## src/rtl/cmdbus_pkg.sv

```systemverilog
package cmdbus_pkg;

  localparam int CMD_BYTES   = 16;
  localparam int CRC_BYTES   = 4;
  localparam int TURN_CYCLES = 2;
  localparam logic [31:0] CRC_POLY = 32'hEDB88320;

  typedef enum logic [2:0] {
    ST_IDLE,
    ST_CMD,
    ST_TURN,
    ST_STAT,
    ST_WAIT,
    ST_DATA,
    ST_RCRC
  } xferState_t;

  // strobes from control to datapath
  typedef struct packed {
    logic       crcInit;
    logic       crcTx;
    logic       crcRx;
    logic       txFromCmd;
    logic [1:0] crcByteSel;
    logic       rspCapture;
    logic       rxCrcShift;
  } dpStrobe_t;

  function automatic logic [31:0] crcStep(input logic [31:0] cur, input logic [7:0] din);
    logic [31:0] acc;
    acc = cur ^ {24'd0, din};
    for (int i = 0; i < 8; i++) begin
      acc = acc[0] ? ((acc >> 1) ^ CRC_POLY) : (acc >> 1);
    end
    return acc;
  endfunction

endpackage

```

## src/rtl/cmdbus_datapath.sv

```systemverilog
module cmdbus_datapath
  import cmdbus_pkg::*;
(
  input  logic       clk,
  input  logic       rstN,
  input  dpStrobe_t  stb,
  input  logic [7:0] cmdRdData,
  input  logic [7:0] busIn,
  output logic [7:0] busOut,
  output logic       rspValid,
  output logic [7:0] rspData,
  output logic       crcMatch
);

  logic [31:0] crcReg;
  logic [31:0] crcOut;
  logic [31:0] rxCrc;

  assign crcOut = ~crcReg;

  always_ff @(posedge clk or negedge rstN) begin
    if (!rstN) begin
      crcReg <= '1;
    end else if (stb.crcInit) begin
      crcReg <= '1;
    end else if (stb.crcTx) begin
      crcReg <= crcStep(crcReg, cmdRdData);
    end else if (stb.crcRx) begin
      crcReg <= crcStep(crcReg, busIn);
    end
  end

  // outgoing byte: command buffer, else the selected CRC byte
  always_comb begin
    if (stb.txFromCmd) begin
      busOut = cmdRdData;
    end else begin
      case (stb.crcByteSel)
        2'd0:    busOut = crcOut[7:0];
        2'd1:    busOut = crcOut[15:8];
        2'd2:    busOut = crcOut[23:16];
        default: busOut = crcOut[31:24];
      endcase
    end
  end

  // received CRC shifts in from the top, least-significant byte first
  always_ff @(posedge clk or negedge rstN) begin
    if (!rstN) begin
      rxCrc <= '0;
    end else if (stb.rxCrcShift) begin
      rxCrc <= {busIn, rxCrc[31:8]};
    end
  end

  assign crcMatch = ({busIn, rxCrc[31:8]} == crcOut);

  always_ff @(posedge clk or negedge rstN) begin
    if (!rstN) begin
      rspValid <= 1'b0;
      rspData  <= '0;
    end else begin
      rspValid <= stb.rspCapture;
      if (stb.rspCapture) rspData <= busIn;
    end
  end

  // a captured byte is never produced from a CRC-shift cycle
  p_capture_not_crc_r6: assert property (@(posedge clk) disable iff (!rstN)
    rspValid |-> !$past(stb.rxCrcShift));

endmodule

```

## src/rtl/cmdbus_ctrl.sv

```systemverilog
module cmdbus_ctrl
  import cmdbus_pkg::*;
#(
  parameter int LEN_W = 8,
  parameter int TO_W  = 16
) (
  input  logic             clk,
  input  logic             rstN,
  input  logic             start,
  input  logic [LEN_W-1:0] rspLen,
  input  logic [TO_W-1:0]  busyLimit,
  input  logic [7:0]       busIn,
  input  logic             crcMatch,
  output dpStrobe_t        stb,
  output logic [3:0]       cmdRdIdx,
  output logic             csN,
  output logic             busOe,
  output logic             done,
  output logic             rejected,
  output logic             crcErr,
  output logic             timeout
);

  localparam int CNT_W = (LEN_W > 5) ? LEN_W : 5;
  localparam logic [CNT_W-1:0] CMD_END  = CNT_W'(CMD_BYTES + CRC_BYTES - 1);
  localparam logic [CNT_W-1:0] CMD_DATA = CNT_W'(CMD_BYTES);
  localparam logic [CNT_W-1:0] TURN_END = CNT_W'(TURN_CYCLES - 1);
  localparam logic [CNT_W-1:0] RCRC_END = CNT_W'(CRC_BYTES - 1);

  xferState_t       state;
  logic [CNT_W-1:0] cnt;
  logic [TO_W-1:0]  waitCnt;
  logic             hiSeen;
  logic             markerHit;
  logic [CNT_W-1:0] rspLast;

  assign markerHit = (state == ST_WAIT) && busIn[0] && hiSeen;
  assign rspLast   = CNT_W'(rspLen) - CNT_W'(1);

  assign csN      = (state == ST_IDLE);
  assign busOe    = (state == ST_CMD);
  assign cmdRdIdx = cnt[3:0];

  always_comb begin
    stb            = '0;
    stb.crcInit    = ((state == ST_IDLE) && start) || markerHit;
    stb.crcTx      = (state == ST_CMD) && (cnt < CMD_DATA);
    stb.txFromCmd  = (state == ST_CMD) && (cnt < CMD_DATA);
    stb.crcByteSel = cnt[1:0];
    stb.crcRx      = (state == ST_DATA);
    stb.rspCapture = (state == ST_DATA);
    stb.rxCrcShift = (state == ST_RCRC);
  end

  always_ff @(posedge clk or negedge rstN) begin
    if (!rstN) begin
      state    <= ST_IDLE;
      cnt      <= '0;
      waitCnt  <= '0;
      hiSeen   <= 1'b0;
      done     <= 1'b0;
      rejected <= 1'b0;
      crcErr   <= 1'b0;
      timeout  <= 1'b0;
    end else begin
      done <= 1'b0;
      case (state)
        ST_IDLE: begin
          if (start) begin
            state    <= ST_CMD;
            cnt      <= '0;
            rejected <= 1'b0;
            crcErr   <= 1'b0;
            timeout  <= 1'b0;
          end
        end
        ST_CMD: begin
          if (cnt == CMD_END) begin
            state <= ST_TURN;
            cnt   <= '0;
          end else begin
            cnt <= cnt + CNT_W'(1);
          end
        end
        ST_TURN: begin
          if (cnt == TURN_END) begin
            state <= ST_STAT;
            cnt   <= '0;
          end else begin
            cnt <= cnt + CNT_W'(1);
          end
        end
        ST_STAT: begin
          if (busIn == 8'h00) begin
            state   <= ST_WAIT;
            waitCnt <= '0;
            hiSeen  <= 1'b0;
          end else begin
            state    <= ST_IDLE;
            rejected <= 1'b1;
            done     <= 1'b1;
          end
        end
        ST_WAIT: begin
          if (markerHit) begin
            cnt   <= '0;
            state <= (rspLen == '0) ? ST_RCRC : ST_DATA;
          end else if (waitCnt == busyLimit - TO_W'(1)) begin
            state   <= ST_IDLE;
            timeout <= 1'b1;
            done    <= 1'b1;
          end else begin
            waitCnt <= waitCnt + TO_W'(1);
            hiSeen  <= busIn[0];
          end
        end
        ST_DATA: begin
          if (cnt == rspLast) begin
            state <= ST_RCRC;
            cnt   <= '0;
          end else begin
            cnt <= cnt + CNT_W'(1);
          end
        end
        ST_RCRC: begin
          if (cnt == RCRC_END) begin
            state  <= ST_IDLE;
            done   <= 1'b1;
            crcErr <= !crcMatch;
          end else begin
            cnt <= cnt + CNT_W'(1);
          end
        end
        default: state <= ST_IDLE;
      endcase
    end
  end

  // done is a single-cycle pulse
  p_done_pulse_r9: assert property (@(posedge clk) disable iff (!rstN)
    done |=> !done);

  // every rise of chip select is announced by done
  p_cs_rise_done_r9: assert property (@(posedge clk) disable iff (!rstN)
    $rose(csN) |-> done);

  // at most one outcome flag
  p_one_outcome_r8: assert property (@(posedge clk) disable iff (!rstN)
    $onehot0({rejected, crcErr, timeout}));

  // busy wait never runs past the programmed window
  p_wait_bound_r8: assert property (@(posedge clk) disable iff (!rstN)
    (state == ST_WAIT) |-> (waitCnt < busyLimit));

  // start while busy does not disturb an open transfer
  p_start_ignored_r10: assert property (@(posedge clk) disable iff (!rstN)
    (!csN && start && state != ST_RCRC && state != ST_STAT && state != ST_WAIT) |=> !csN);

endmodule

```

## src/rtl/cmdbus_host.sv

```systemverilog
module cmdbus_host
  import cmdbus_pkg::*;
#(
  parameter int LEN_W = 8,
  parameter int TO_W  = 16
) (
  input  logic             clk,
  input  logic             rstN,
  input  logic             start,
  input  logic [LEN_W-1:0] rspLen,
  input  logic [TO_W-1:0]  busyLimit,
  output logic [3:0]       cmdRdIdx,
  input  logic [7:0]       cmdRdData,
  output logic             csN,
  output logic [7:0]       busOut,
  output logic             busOe,
  input  logic [7:0]       busIn,
  output logic             rspValid,
  output logic [7:0]       rspData,
  output logic             done,
  output logic             rejected,
  output logic             crcErr,
  output logic             timeout
);

  dpStrobe_t stb;
  logic      crcMatch;

  cmdbus_ctrl #(
    .LEN_W(LEN_W),
    .TO_W (TO_W)
  ) u_ctrl (
    .clk      (clk),
    .rstN     (rstN),
    .start    (start),
    .rspLen   (rspLen),
    .busyLimit(busyLimit),
    .busIn    (busIn),
    .crcMatch (crcMatch),
    .stb      (stb),
    .cmdRdIdx (cmdRdIdx),
    .csN      (csN),
    .busOe    (busOe),
    .done     (done),
    .rejected (rejected),
    .crcErr   (crcErr),
    .timeout  (timeout)
  );

  cmdbus_datapath u_dp (
    .clk      (clk),
    .rstN     (rstN),
    .stb      (stb),
    .cmdRdData(cmdRdData),
    .busIn    (busIn),
    .busOut   (busOut),
    .rspValid (rspValid),
    .rspData  (rspData),
    .crcMatch (crcMatch)
  );

  // the bus is only driven inside a chip-select frame
  p_oe_in_frame_r2: assert property (@(posedge clk) disable iff (!rstN)
    busOe |-> !csN);

  // the drive is released while the frame stays open
  p_release_in_frame_r3: assert property (@(posedge clk) disable iff (!rstN)
    $fell(busOe) |-> !csN);

  // response bytes only surface inside an open frame
  p_rsp_in_frame_r6: assert property (@(posedge clk) disable iff (!rstN)
    rspValid |-> !csN);

endmodule

```

## config.mk

```make
export PLATFORM = sky130hd
export DESIGN_NAME = cmdbus_host
export DESIGN_NICKNAME = d
export VERILOG_FILES = /design/src/rtl/cmdbus_pkg.sv /design/src/rtl/cmdbus_datapath.sv /design/src/rtl/cmdbus_ctrl.sv /design/src/rtl/cmdbus_host.sv
export SDC_FILE = /design/constraint.sdc
export NUM_CORES = 1
export LEC_CHECK = 0
export BUFFER_PORTS_ARGS = -buffer_cell sky130_fd_sc_hd__buf_2
export CAP_MARGIN = 10
export CELL_PAD_IN_SITES_DETAIL_PLACEMENT = 0
export CELL_PAD_IN_SITES_GLOBAL_PLACEMENT = 1
export CORE_ASPECT_RATIO = 2
export CORE_MARGIN = 2
export CORE_UTILIZATION = 50
export DETAILED_ROUTE_END_ITERATION = 7
export PLACE_DENSITY = 0.89
export SLEW_MARGIN = 20
export SYNTH_ARGS = -nofsm -noshare
export SYNTH_HDL_FRONTEND = slang
export SYNTH_SLANG_ARGS = --single-unit
```

## constraint.sdc

```tcl
create_clock -name clk -period 7.85 [get_ports clk]
set_input_delay 1.57 -clock clk [delete_from_list [all_inputs] [get_ports clk]]
set_output_delay 1.57 -clock clk [all_outputs]
set_load 0.01 [all_outputs]
```

==> summary.md, run 1 <==
| Metric | Value |
|---|---|
| Initial DRC count | `about 400` |
| Number of hold buffers added after CTS | `0` |
| Total power draw | `about 1.7 mW` |
| CP endpoint kind | `flip-flop` |
| Most used DFF post-synth | `dfrtp_1` |
| Clock Sinks | `slightly below 100` |
| Clock power share | `between 20 and 30%` |
| Die Y | `between 150 and 200 um` |
| Sw Ratio | `about a third` |
| Fmax achieved | `~240 MHz` |
| Syn Inst Count | `~790` |
| Peak supply drop | `167 uV` |
| RR Startpoint | `u_dp.crcReg[0]` |
| Detail Placement HPWL | `around 16 mm` |
| Rows | `62` |
| Worst Setup Start Kind | `input pin` |
| Initial antenna violation count | `0` |
| Reg2Reg Capture Point | `u_dp.crcReg[22]` |
| Psw | `approximately 600 uW` |
| Slew @ Worst Pin | `between 1000 and 1500 ps` |
| Synthesized Nets | `842` |
| Root Driver | `clkbuf_16` |
| Crit path max fanout | `8` |
| Vias in the first global route | `6354` |
| PwrDens | `210 mW/mm2` |
| Seq/Total Area, Yosys | `between 30 and 40%` |
| Vias | `roughly 6.3k` |
| Asr flop ratio synth | `100%` |
| Unrepaired setup endpoints after global routing | `false` |
| Min-delay src | `u_dp.rspData[7]` |
| Final wirelength | `around 21 mm` |
| Critical Path AT | `4430 ps` |
| Post-route ant nets | `0` |
| Max clock buf depth | `2` |
| Reg power frac | `36.7%` |
| Required time worst endpoint | `~8100 ps` |
| Hold path endpoint | `u_dp.rspData[7]` |
| Die area | `0.0155 mm2` |
| Fin. Hold Viols | `0` |
| Worst hold path type | `flip-flop to flip-flop` |
| DRC viols | `0` |
| Share of cells above drive strength 1 | `around a fifth` |
| Leak | `between 2 and 3 nW` |
| Distinct cell type count after synthesis | `73` |
| Vias per inst | `roughly 6` |
| Drt first pass iters | `5` |
| H-tree levels | `3` |
| Clock transition at the registers of the reported paths | `70 ps` |
| Global-route wire length before repair | `33.0 mm` |
| Final net count | `between 800 and 900` |
| Total CTS buffers | `9` |
| Worst R2R Path Depth | `7` |
| Syn. warnings | `0` |
| Post-CTS Resized | `0` |
| Final period util | `between 50% and 60%` |
| Max cap viols | `0` |
| Setup TNS | `0 ps` |
| RePlAce Congestion | `0.981` |
| Avg Inst Size Synth | `9.15 um2` |
| WL/cell | `about 21 um` |
| Post-synthesis cell area | `0.00724 mm2` |
| Clk_lat worst skew | `350 ps` |
| CTS tree | `built` |
| Worst slew margin | `~29%` |
| Post-CTS setup repair buffer count | `0` |
| Layout area overhead | `9.78%` |
| N_diodes | `0` |
| Comb pwr share | `a little over a third` |
| Maximum number of pins on one net before global-route repair | `56` |
| Final setup viols | `0` |
| Slew Viols, Final | `0` |
| Clock skew | `5.66 ps` |
| Total GRT Usage | `about 28%` |
| PortBufs | `69` |
| #FFs+latches synth | `97` |
| Fin crit period | `around 4200 ps` |
| Gr ovfl total | `0` |
| Critical path class | `input pin to flip-flop` |
| R2R Setup Slk | `4990 ps` |
| Core box area | `~0.014 mm2` |
| Internal power | `roughly 1.1 mW` |
| Initial core utilization | `between 50% and 60%` |
| Min-Delay Path Depth | `2` |
| Num ports | `70` |
| Post-synth EDFFs | `0` |
| Die W | `just under 90 um` |
| Status | `completed` |
[layer usage]
layer	GRT usage, %	vias up	part of all wire [%]
li1	-	2878	-
met1	28.9	3052	35
met2	49.3	259	53
met3	3.47	88	4.5
met4	19.2	0	7.5
met5	0	-	0
[worst max-delay path, stage by stage]
cell and delay (ps):
buf_2 150, nor4_1 900, nand4_1 250, xnor2_1 230, nand3_1 230, or4_4 630
a2111oi_4 380, o21ai_2 80
[stage by stage]
step	cell area (um2)	setup WS, ps	utilization (%)	hold WS (ps)	cells
floorplan	7240	3720	-	470	792
global placement	7640	3430	53.6	454	1007
detailed placement	7640	3300	53.6	458	1007
CTS	7950	3670	55.7	475	1023
global route	7950	3370	55.7	502	1023
finish	7950	3630	55.7	470	1023
[how the worst max path moves through the flow]
stage | cells after the start | startpoint | endpoint
CTS | 8 | busyLimit[4] | u_ctrl.waitCnt[1]
global placement | 8 | busyLimit[0] | u_ctrl.state[2]
finish | 8 | busyLimit[4] | u_ctrl.state[2]
detailed placement | 8 | busyLimit[4] | u_ctrl.state[2]
global route | 8 | busyLimit[4] | u_ctrl.waitCnt[3]
floorplan | 7 | busyLimit[0] | u_ctrl.state[2]
[cell usage after synthesis (3+ instances only)]
cell type / number / area share, %
xnor2_1: 149 / 18
mux2_2: 23 / 3.6
o311ai_0: 8 / 0.97
or4_1: 9 / 0.93
inv_1: 21 / 1.1
nand4_1: 11 / 0.95
nand2_1: 75 / 3.9
o211ai_1: 8 / 0.83
buf_1: 8 / 0.41
a221o_1: 7 / 0.97
a221oi_1: 4 / 0.48
a211oi_1: 3 / 0.31
o31ai_1: 6 / 0.62
o221ai_1: 7 / 0.85
o21a_1: 4 / 0.41
xor2_1: 36 / 4.4
clkbuf_1: 37 / 1.9
buf_4: 5 / 0.52
nor4_1: 17 / 1.5
or4b_2: 3 / 0.41
dfrtp_1: 65 / 22
mux2i_1: 6 / 0.83
a31oi_1: 5 / 0.43
nor3_1: 17 / 1.2
dfstp_2: 32 / 12
and3_2: 5 / 0.52
clkbuf_8: 3 / 0.57
nor3b_1: 3 / 0.31
o21ai_0: 22 / 1.5
a21oi_1: 36 / 2.5
nor2_1: 38 / 2.0
nand3_1: 19 / 1.3
nand2b_1: 8 / 0.69
ha_1: 7 / 1.2
or3_1: 4 / 0.35
and3_1: 5 / 0.43
o22ai_1: 29 / 2.5
[flip-flops by register name, summed over array words and instances (netlist names)]
| signal | count |
|---|---|
| u_ctrl.cnt | 8 |
| u_ctrl.crcErr | 1 |
| u_ctrl.done | 1 |
| u_ctrl.hiSeen | 1 |
| u_ctrl.rejected | 1 |
| u_ctrl.state | 3 |
| u_ctrl.timeout | 1 |
| u_ctrl.waitCnt | 16 |
| u_dp.crcReg | 32 |
| u_dp.rspData | 8 |
| u_dp.rspValid | 1 |
| u_dp.rxCrc | 24 |
[cells by family (layout without fill, tap and decap cells)]
logic type / Yosys count / in the layout / share of synthesized area [%]
buf+inv: 77 / 116 / 4.72
simple gates: 237 / 237 / 17.3
flops: 97 / 97 / 34.1
mux: 29 / 29 / 4.40
xor+xnor: 185 / 185 / 22.4
fa+ha+maj: 7 / 7 / 1.21
compound gates: 160 / 160 / 15.9
[layout make-up]
| cell class | count | area (um2) |
|---|---|---|
| Clock inverter | 4 | 51.3 |
| Multi-Input combinational cell | 618 | 4430 |
| Tap cell | 192 | 240 |
| Clock buffer | 12 | 256 |
| Inverter | 21 | 78.8 |
| Fill cell | 1361 | 6320 |
| Sequential cell | 97 | 2470 |
| Timing Repair Buffer | 79 | 423 |
[placed cells by master (no fill, tap or decap), drive strengths merged, types with 3 or more instances in the layout]
master and n:
nor3 17, a211oi 4, and2 4, o22ai 29, o31ai 6, mux2i 6, nor2 38, nor4 18
mux2 23, nor3b 3, o211ai 9, or4b 3, a221o 7, xnor2 149, a21oi 36, dfrtp 65
xor2 36, ha 7, or3 6, o221ai 7, nand3 19, nand4 11, o311ai 8, dfstp 32
nand2b 8, nand2 75, o21a 4, buf 79, and3 10, inv 22, o21ai 23, clkbuf 12
a221oi 4, or4 11, a31oi 5
[power groups by stage]
stage | clock network, mW | logic, mW | registers (mW)
finish | 0.466 | 0.591 | 0.613
global route | 0.493 | 0.633 | 0.616
floorplan | 0 | 0.475 | 0.572
CTS | 0.474 | 0.586 | 0.609
detailed placement | 0 | 0.580 | 0.618
global placement | 0 | 0.574 | 0.618
No activity file was read; power rests on OpenSTA's default activity.
==> run 2: changes to the inputs <==
--- a/config.mk
+++ b/config.mk
@@ -5,15 +5,16 @@
 export SDC_FILE = /design/constraint.sdc
 export NUM_CORES = 1
 export LEC_CHECK = 0
+export ABC_AREA = 1
 export BUFFER_PORTS_ARGS = -buffer_cell sky130_fd_sc_hd__buf_2
 export CAP_MARGIN = 10
 export CELL_PAD_IN_SITES_DETAIL_PLACEMENT = 0
 export CELL_PAD_IN_SITES_GLOBAL_PLACEMENT = 1
 export CORE_ASPECT_RATIO = 2
 export CORE_MARGIN = 2
-export CORE_UTILIZATION = 50
+export CORE_UTILIZATION = 44
 export DETAILED_ROUTE_END_ITERATION = 7
-export PLACE_DENSITY = 0.89
+export PLACE_DENSITY = 0.85
 export SLEW_MARGIN = 20
 export SYNTH_ARGS = -nofsm -noshare
 export SYNTH_HDL_FRONTEND = slang
==> constraint.sdc (replaced) <==
create_clock -name clk -period 4.02 [get_ports clk]
set_input_delay 0.804 -clock clk [delete_from_list [all_inputs] [get_ports clk]]
set_output_delay 0.804 -clock clk [all_outputs]
set_load 0.01 [all_outputs]
==> run 2 against run 1 <==
  * Non-clock buffer count is 1 higher
  * Final cell count is 54% higher
  * Sequential share of layout area is 4.4 points lower
  * Synthesized area is 16% higher
  * Via count is 32% higher
  * Sequential power grew to 2.7 times the previous value
  * Flip-flop and latch count stayed put
  * Core utilization is 6.3 points lower
  * Clock skew is 8.0 ps higher
  * Register-to-register slack worse by 3800 ps
  * Synthesized cell count is 60% higher
  * Final area is 16% higher
==> summary.md, run 2 <==
| Metric | Value |
|---|---|
| Slowest-stage cell, CP | `ha_1` |
| Max reg flops | `32 (unchanged)` |
| DP Worst Slack | `920 ps (-2380 ps)` |
| Num ports | `70 (unchanged)` |
| Leak | `4.63 nW (+55%)` |
| Cell total after placement | `1562 (+55%)` |
| Die W | `102 um (+14%)` |
| Worst Setup Start Kind | `flip-flop` |
| Worst path max stage delay | `570 ps (-330 ps)` |
| Final net count | `1368 (+56%)` |
| Met2 Track Usage GR | `51.0% (+1.7 points)` |
| Number of hold buffers added after CTS | `0 (unchanged)` |
| Slew Viols, Final | `0 (unchanged)` |
| Global-route wire length before repair | `43.4 mm (+31%)` |
| WL/cell | `17.2 um (-18%)` |
| Vias per inst | `5.26 (-14%)` |
| Top post-synthesis cells by count | `nand2_1, inv_1, nor2_1` |
| GRT Max-Usage Layer | `met2` |
| Total GRT Usage | `28.3% (+0.53 points)` |
| Layout Cells excl Fill | `1578 (+54%)` |
| Most flops, register | `u_dp.crcReg` |
| Initial DRC count | `479 (+20%)` |
| Distinct cell type count after synthesis | `49 (-33%)` |
| Share of cells above drive strength 1 | `12.2% (-8.9 points)` |
| Slew @ Worst Pin | `774 ps (-275 ps)` |
| Fin crit period | `3140 ps` |
| Yosys top cell by area | `dfrtp_1` |
| Fmax achieved | `between 300 and 400 MHz` |
| Post-CTS setup repair buffer count | `0 (unchanged)` |
| Filler cell count | `1990 (+46%)` |
| Core box area | `0.0187 mm2 (+31%)` |
| Initial core utilization | `44.8% (-5.9 points)` |
| Clock Sinks | `97 (unchanged)` |
| Final setup viols | `0 (unchanged)` |
| Final period util | `slightly below 80%` |
| Critical Path, Cell by Cell | `ha_1, inv_1, o211ai_1, o21ai_0, buf_2` |
| Worst slew margin | `48.4% (+19 points)` |
| Worst setup margin | `883 ps (-2740 ps)` |
| Most used DFF post-synth | `dfrtp_1` |
| Commonest non-fill, non-tap cell in the layout | `nand2_1` |
| Vias in the first global route | `8399 (+32%)` |
| Placed Area | `0.00895 mm2 (+17%)` |
| Fin. Hold Viols | `0 (unchanged)` |
| Total power draw | `6.84 mW (+310%)` |
| Gr ovfl total | `0 (unchanged)` |
| H-tree levels | `3 (unchanged)` |
| CTS tree | `built` |
| Worst hold path type | `input pin to asynchronous set/reset pin` |
| Setup TNS | `0 ps (unchanged)` |
| Syn Inst Count | `1271 (+60%)` |
| Share of the synthesized area in the top cell type | `19.4% (-3.1 points)` |
| Seq/Total Area, Yosys | `29.4% (-4.7 points)` |
| Layout area overhead | `10.1%` |
| Rows | `71 (+15%)` |
| Clock transition at the registers of the reported paths | `70 ps (about the same)` |
| GR Util met3 | `4.48% (+1.0 points)` |
| R2R Setup Slk | `1210 ps (-3780 ps)` |
| Max cap viols | `0 (unchanged)` |
| Most frequent cells in the layout | `nand2_1, inv_1, nor2_1` |
| Status | `completed` |
| Initial antenna violation count | `0 (unchanged)` |
| #FFs+latches synth | `97 (unchanged)` |
| Root Driver | `clkbuf_16` |
| Total CTS buffers | `9 (unchanged)` |
| Peak supply drop | `368 uV (+120%)` |
| Final instance area | `0.00925 mm2 (+16%)` |
| Synthesized Nets | `1321 (+57%)` |
| Unrepaired setup endpoints after global routing | `false` |
| Drt first pass iters | `5 (unchanged)` |
| Syn. warnings | `0 (unchanged)` |
| Post-CTS Resized | `0 (unchanged)` |
| Asr flop ratio synth | `100% (unchanged)` |
| CP endpoint kind | `output port` |
| Maximum number of pins on one net before global-route repair | `78 (+39%)` |
| Biggest regs | `u_dp.crcReg: 32 flops, u_dp.rxCrc: 24 flops, u_ctrl.waitCnt: 16 flops` |
| Post-synth EDFFs | `0 (unchanged)` |
| Final wirelength | `27.2 mm (+27%)` |
| Post-route ant nets | `0 (unchanged)` |
| Post-synthesis cell area | `0.00840 mm2 (+16%)` |
| DRC viols | `0 (unchanged)` |
| Critical path class | `flip-flop to output port` |
| Vias | `8294 (+32%)` |
| N_diodes | `0 (unchanged)` |
| PortBufs | `69 (unchanged)` |
| Clock skew | `13.7 ps (+7.99 ps)` |
| Die Y | `199 um (+14%)` |
| Critical Path AT | `2330 ps (-2100 ps)` |
| RePlAce Congestion | `0.963 (-1.9%)` |
| PwrDens | `739 mW/mm2 (+250%)` |
| Met1 Use GR | `29.9% (+0.98 points)` |
| Synth top area cells | `dfrtp_1, nand2_1, xor2_1, dfstp_2, inv_1` |
| Die area | `0.0203 mm2 (+31%)` |
| Count leader, synth | `nand2_1` |
| Clk_lat worst skew | `370 ps (+20 ps)` |
| Crit path max fanout | `13 (+5)` |
| Required time worst endpoint | `3220 ps (-4840 ps)` |
| Detail Placement HPWL | `21.6 mm (+34%)` |
| Max clock buf depth | `2 (unchanged)` |
| Avg Inst Size Synth | `6.61 um2 (-28%)` |
==> run 2: changes by cell type in the layout (fill, tap and decap cells not counted), moves of 9 or more <==
cell     previous run  this run
nand2_1            75       373
nor4_1             17         5
o21ai_0            22        90
xor2_1             36        98
nand3_1            19       104
or4_1               9         0
xnor2_1           149        25
nor2_1             38       110
mux2_2             23         0
o22ai_1            29         3
inv_1              21       164
==> run 2: worst max-delay path, delay by kind of cell, from the launching register on <==
kind,cells,cell delay [ps]
flops,1,490
compound gates,2,400
fa+ha+maj,1,570
buf+inv,2,510
==> run 2: power by group <==
group / total (mW) / switching, mW / internal, mW
Sequential: 1.67 / 0.367 / 1.30
Clock: 0.908 / 0.420 / 0.488
Combinational: 4.26 / 2.82 / 1.45
Total: 6.84 / 3.60 / 3.23
==> run 2: layout make-up <==
cell class / count / area [um2] / area share (%)
sequential: 97 / 2470 / 26.7
timing repair buffer: 80 / 434 / 4.69
tap: 255 / 319 / 3.45
multi-input combinational: 963 / 5110 / 55.2
inverter: 167 / 627 / 6.77
clock inverter: 5 / 63.8 / 0.690
clock buffer: 11 / 233 / 2.52
==> run 2: layer usage <==
layer  vias to the layer above  routed length [um]
met1                      3839                9980
li1                       4120                   -
met5                         -                   0
met3                        97                1170
met4                         0                1900
met2                       238               14100
==> run 2: stage by stage <==
stage	hold WS, ps	util (%)
after CTS	474	49.3
after global routing	518	49.4
after floorplan	464	-
final	464	49.4
after global placement	461	47.8
after detailed placement	457	47.8
==> run 2: cell families after synthesis <==
family	share of synthesized area, %
AND/OR/NAND/NOR	33.1
buffers and inverters	9.86
AO/OA/AOI/OAI	11.6
XOR/XNOR	15.1
flip-flops	29.4
adder cells (fa/ha/maj)	1.04
==> run 2: path summary, 6_finish.rpt <==
| path | cells after the start | startpoint | end |
|---|---|---|---|
| hold / removal | 1 | rstN | u_ctrl.waitCnt[3] |
| hold reg to reg | 2 | u_ctrl.timeout | u_ctrl.timeout |
| min in group clk | 2 | u_ctrl.timeout | u_ctrl.timeout |
| max in group asynchronous | 2 | rstN | u_dp.crcReg[14] |
| setup / recovery | 5 | u_ctrl.cnt[0] | busOut[0] |
| setup reg to reg | 9 | u_ctrl.state[0] | u_dp.crcReg[7] |
==> run 3: changes to the inputs <==
==> constraint.sdc (replaced) <==
create_clock -name clk -period 3.3 [get_ports clk]
set_input_delay 0.66 -clock clk [delete_from_list [all_inputs] [get_ports clk]]
set_output_delay 0.66 -clock clk [all_outputs]
set_load 0.01 [all_outputs]
==> run 3 against run 2 <==
  * Final area increased by 1.1%
  * Final cell count increased by 0.57%
  * Via count increased by 1.2%
  * Wire length increased by 3.8%
  * Core utilization increased by 0.53 points
  * Combinational power increased by 24%
  * Die area unchanged
  * Worst hold slack got worse by 140 ps
==> summary.md, run 3 (synthesis results as in run 2) <==
| Metric | Value |
|---|---|
| Fmax achieved | `around 340 MHz` |
| Post-CTS setup repair buffer count | `0 (unchanged)` |
| Worst Setup Start Kind | `flip-flop` |
| Vias | `8390 (+1.2%)` |
| Layout area overhead | `11.3%` |
| Fin crit period | `slightly below 3000 ps` |
| Required time worst endpoint | `2640 ps (-580 ps)` |
| H-tree levels | `3 (unchanged)` |
| Cell mode on critical path | `nand2_1` |
| Commonest non-fill, non-tap cell in the layout | `nand2_1` |
| Slowest-stage cell, CP | `dfrtp_1` |
| Max reg flops | `32 (unchanged)` |
| Buf/Inv on CP | `3 (+1)` |
| DRC viols | `0 (unchanged)` |
| Critical Path, Cell by Cell | `inv_1, nand2_1, nor2_1, nand2_1, buf_4, o211ai_1, o21ai_0, buf_2` |
| WL/cell | `17.8 um (+3.3%)` |
| CTS tree | `built` |
| Vias in the first global route | `8242 (-1.9%)` |
| Unrepaired setup endpoints after global routing | `false` |
| R2R Setup Slk | `570 ps (-640 ps)` |
| Number of hold buffers added after CTS | `0 (unchanged)` |
| RePlAce Congestion | `0.971 (+0.84%)` |
| Most frequent cells in the layout | `nand2_1, inv_1, nor2_1` |
| Met1 Use GR | `29.9% (+0.082 points)` |
| Core box area | `0.0187 mm2 (unchanged)` |
| Slew @ Worst Pin | `787 ps (+13.4 ps)` |
| Worst path top cell family by delay | `buffers and inverters` |
| Initial DRC count | `570 (+19%)` |
| Die area | `0.0203 mm2 (unchanged)` |
| Worst slew margin | `47.0% (-1.4 points)` |
| Crit path max fanout | `46 (+33)` |
| Worst path max stage delay | `410 ps (-160 ps)` |
| Initial core utilization | `44.8% (unchanged)` |
| Clock Sinks | `97 (unchanged)` |
| PwrDens | `911 mW/mm2 (+23%)` |
| Final core occ | `49.9% (+0.53 points)` |
| Final setup viols | `0 (unchanged)` |
| Initial antenna violation count | `0 (unchanged)` |
| Status | `completed` |
| Fin. Hold Viols | `0 (unchanged)` |
| Detail Placement HPWL | `22.2 mm (+2.9%)` |
| Clock transition at the registers of the reported paths | `70 ps (about the same)` |
| Vias per inst | `5.29 (+0.58%)` |
| Max clock buf depth | `2 (unchanged)` |
| Slew Viols, Final | `0 (unchanged)` |
| Met2 Track Usage GR | `52.6% (+1.6 points)` |
| GRT Max-Usage Layer | `met2` |
| Num ports | `70 (unchanged)` |
| GR Util met3 | `3.64% (-0.84 points)` |
| CP endpoint kind | `output port` |
| Drt first pass iters | `5 (unchanged)` |
| Gr ovfl total | `0 (unchanged)` |
| Post-CTS Resized | `0 (unchanged)` |
| Rows | `71 (unchanged)` |
| Clock skew | `9.86 ps (-3.79 ps)` |
| Maximum number of pins on one net before global-route repair | `98 (+26%)` |
| Die Y | `199 um (unchanged)` |
| Total GRT Usage | `29.1% (+0.80 points)` |
| Global-route wire length before repair | `44.2 mm (+1.7%)` |
| Biggest regs | `u_dp.crcReg: 32 flops, u_dp.rxCrc: 24 flops, u_ctrl.waitCnt: 16 flops` |
| Leak | `4.69 nW (+1.3%)` |
| Share of cells above drive strength 1 | `12.9% (+0.67 points)` |
| Critical Path AT | `2300 ps (-30 ps)` |
| Critical path class | `flip-flop to output port` |
| Final wirelength | `28.2 mm (+3.8%)` |
| N_diodes | `0 (unchanged)` |
| Worst hold path type | `input pin to asynchronous set/reset pin` |
| Final period util | `about 90%` |
| Root Driver | `clkbuf_16` |
| Setup TNS | `0 ps (unchanged)` |
| Die W | `102 um (unchanged)` |
| Clk_lat worst skew | `370 ps (about the same)` |
| Total CTS buffers | `9 (unchanged)` |
| Max cap viols | `0 (unchanged)` |
| Most flops, register | `u_dp.crcReg` |
| Final net count | `1377 (+0.66%)` |
| Post-route ant nets | `0 (unchanged)` |
| PortBufs | `69 (unchanged)` |
| Peak supply drop | `425 uV (+16%)` |
run 3: changes by cell type in the layout (fill, tap and decap cells not counted), sizes merged:
cell | before | now
buf | 80 | 89
bufinv | 1 | 2
clkbuf | 11 | 10
clkinv | 3 | 2
inv | 167 | 168
run 3: worst paths after layout:
check | to | cells after the start | from
worst max register to register | u_dp.crcReg[24] | 10 | u_ctrl.state[1]
max in group asynchronous | u_ctrl.waitCnt[7] | 2 | rstN
worst min-delay path | u_ctrl.waitCnt[1] | 2 | rstN
worst max-delay path | busOut[6] | 8 | u_ctrl.state[1]
worst min register to register | u_ctrl.timeout | 2 | u_ctrl.timeout
min in group clk | u_ctrl.timeout | 2 | u_ctrl.timeout
run 3: layout make-up:
cell class	count	area, um2
repair buffers	89	510
inverters	167	627
clock buffers	10	229
clock inverters	6	90.1
flip-flops and latches	97	2470
fillers	1962	9390
multi-input cells	963	5110
well taps	255	319
run 3: through the flow:
stage	setup slack [ps]	cell area, um2	cells	total power [mW]	hold WS, ps
after floorplan	842	8400	1271	5.68	364
after global placement	468	9030	1571	7.22	450
after detailed placement	407	9030	1571	7.27	472
after CTS	361	9350	1587	8.47	384
after global routing	225	9350	1587	9.18	376
final	344	9350	1587	8.52	325
run 3: power by group:
group          switching, mW  internal, mW
clock                  0.513         0.669
combinational           3.46          1.82
sequential             0.480          1.58
run 3: per-layer routing:
| metal | share of wire, % | wire length, um |
|---|---|---|
| met5 | 0 | 0 |
| met4 | 7.5 | 2110 |
| met3 | 3.7 | 1040 |
| met2 | 53 | 15000 |
| met1 | 36 | 10100 |
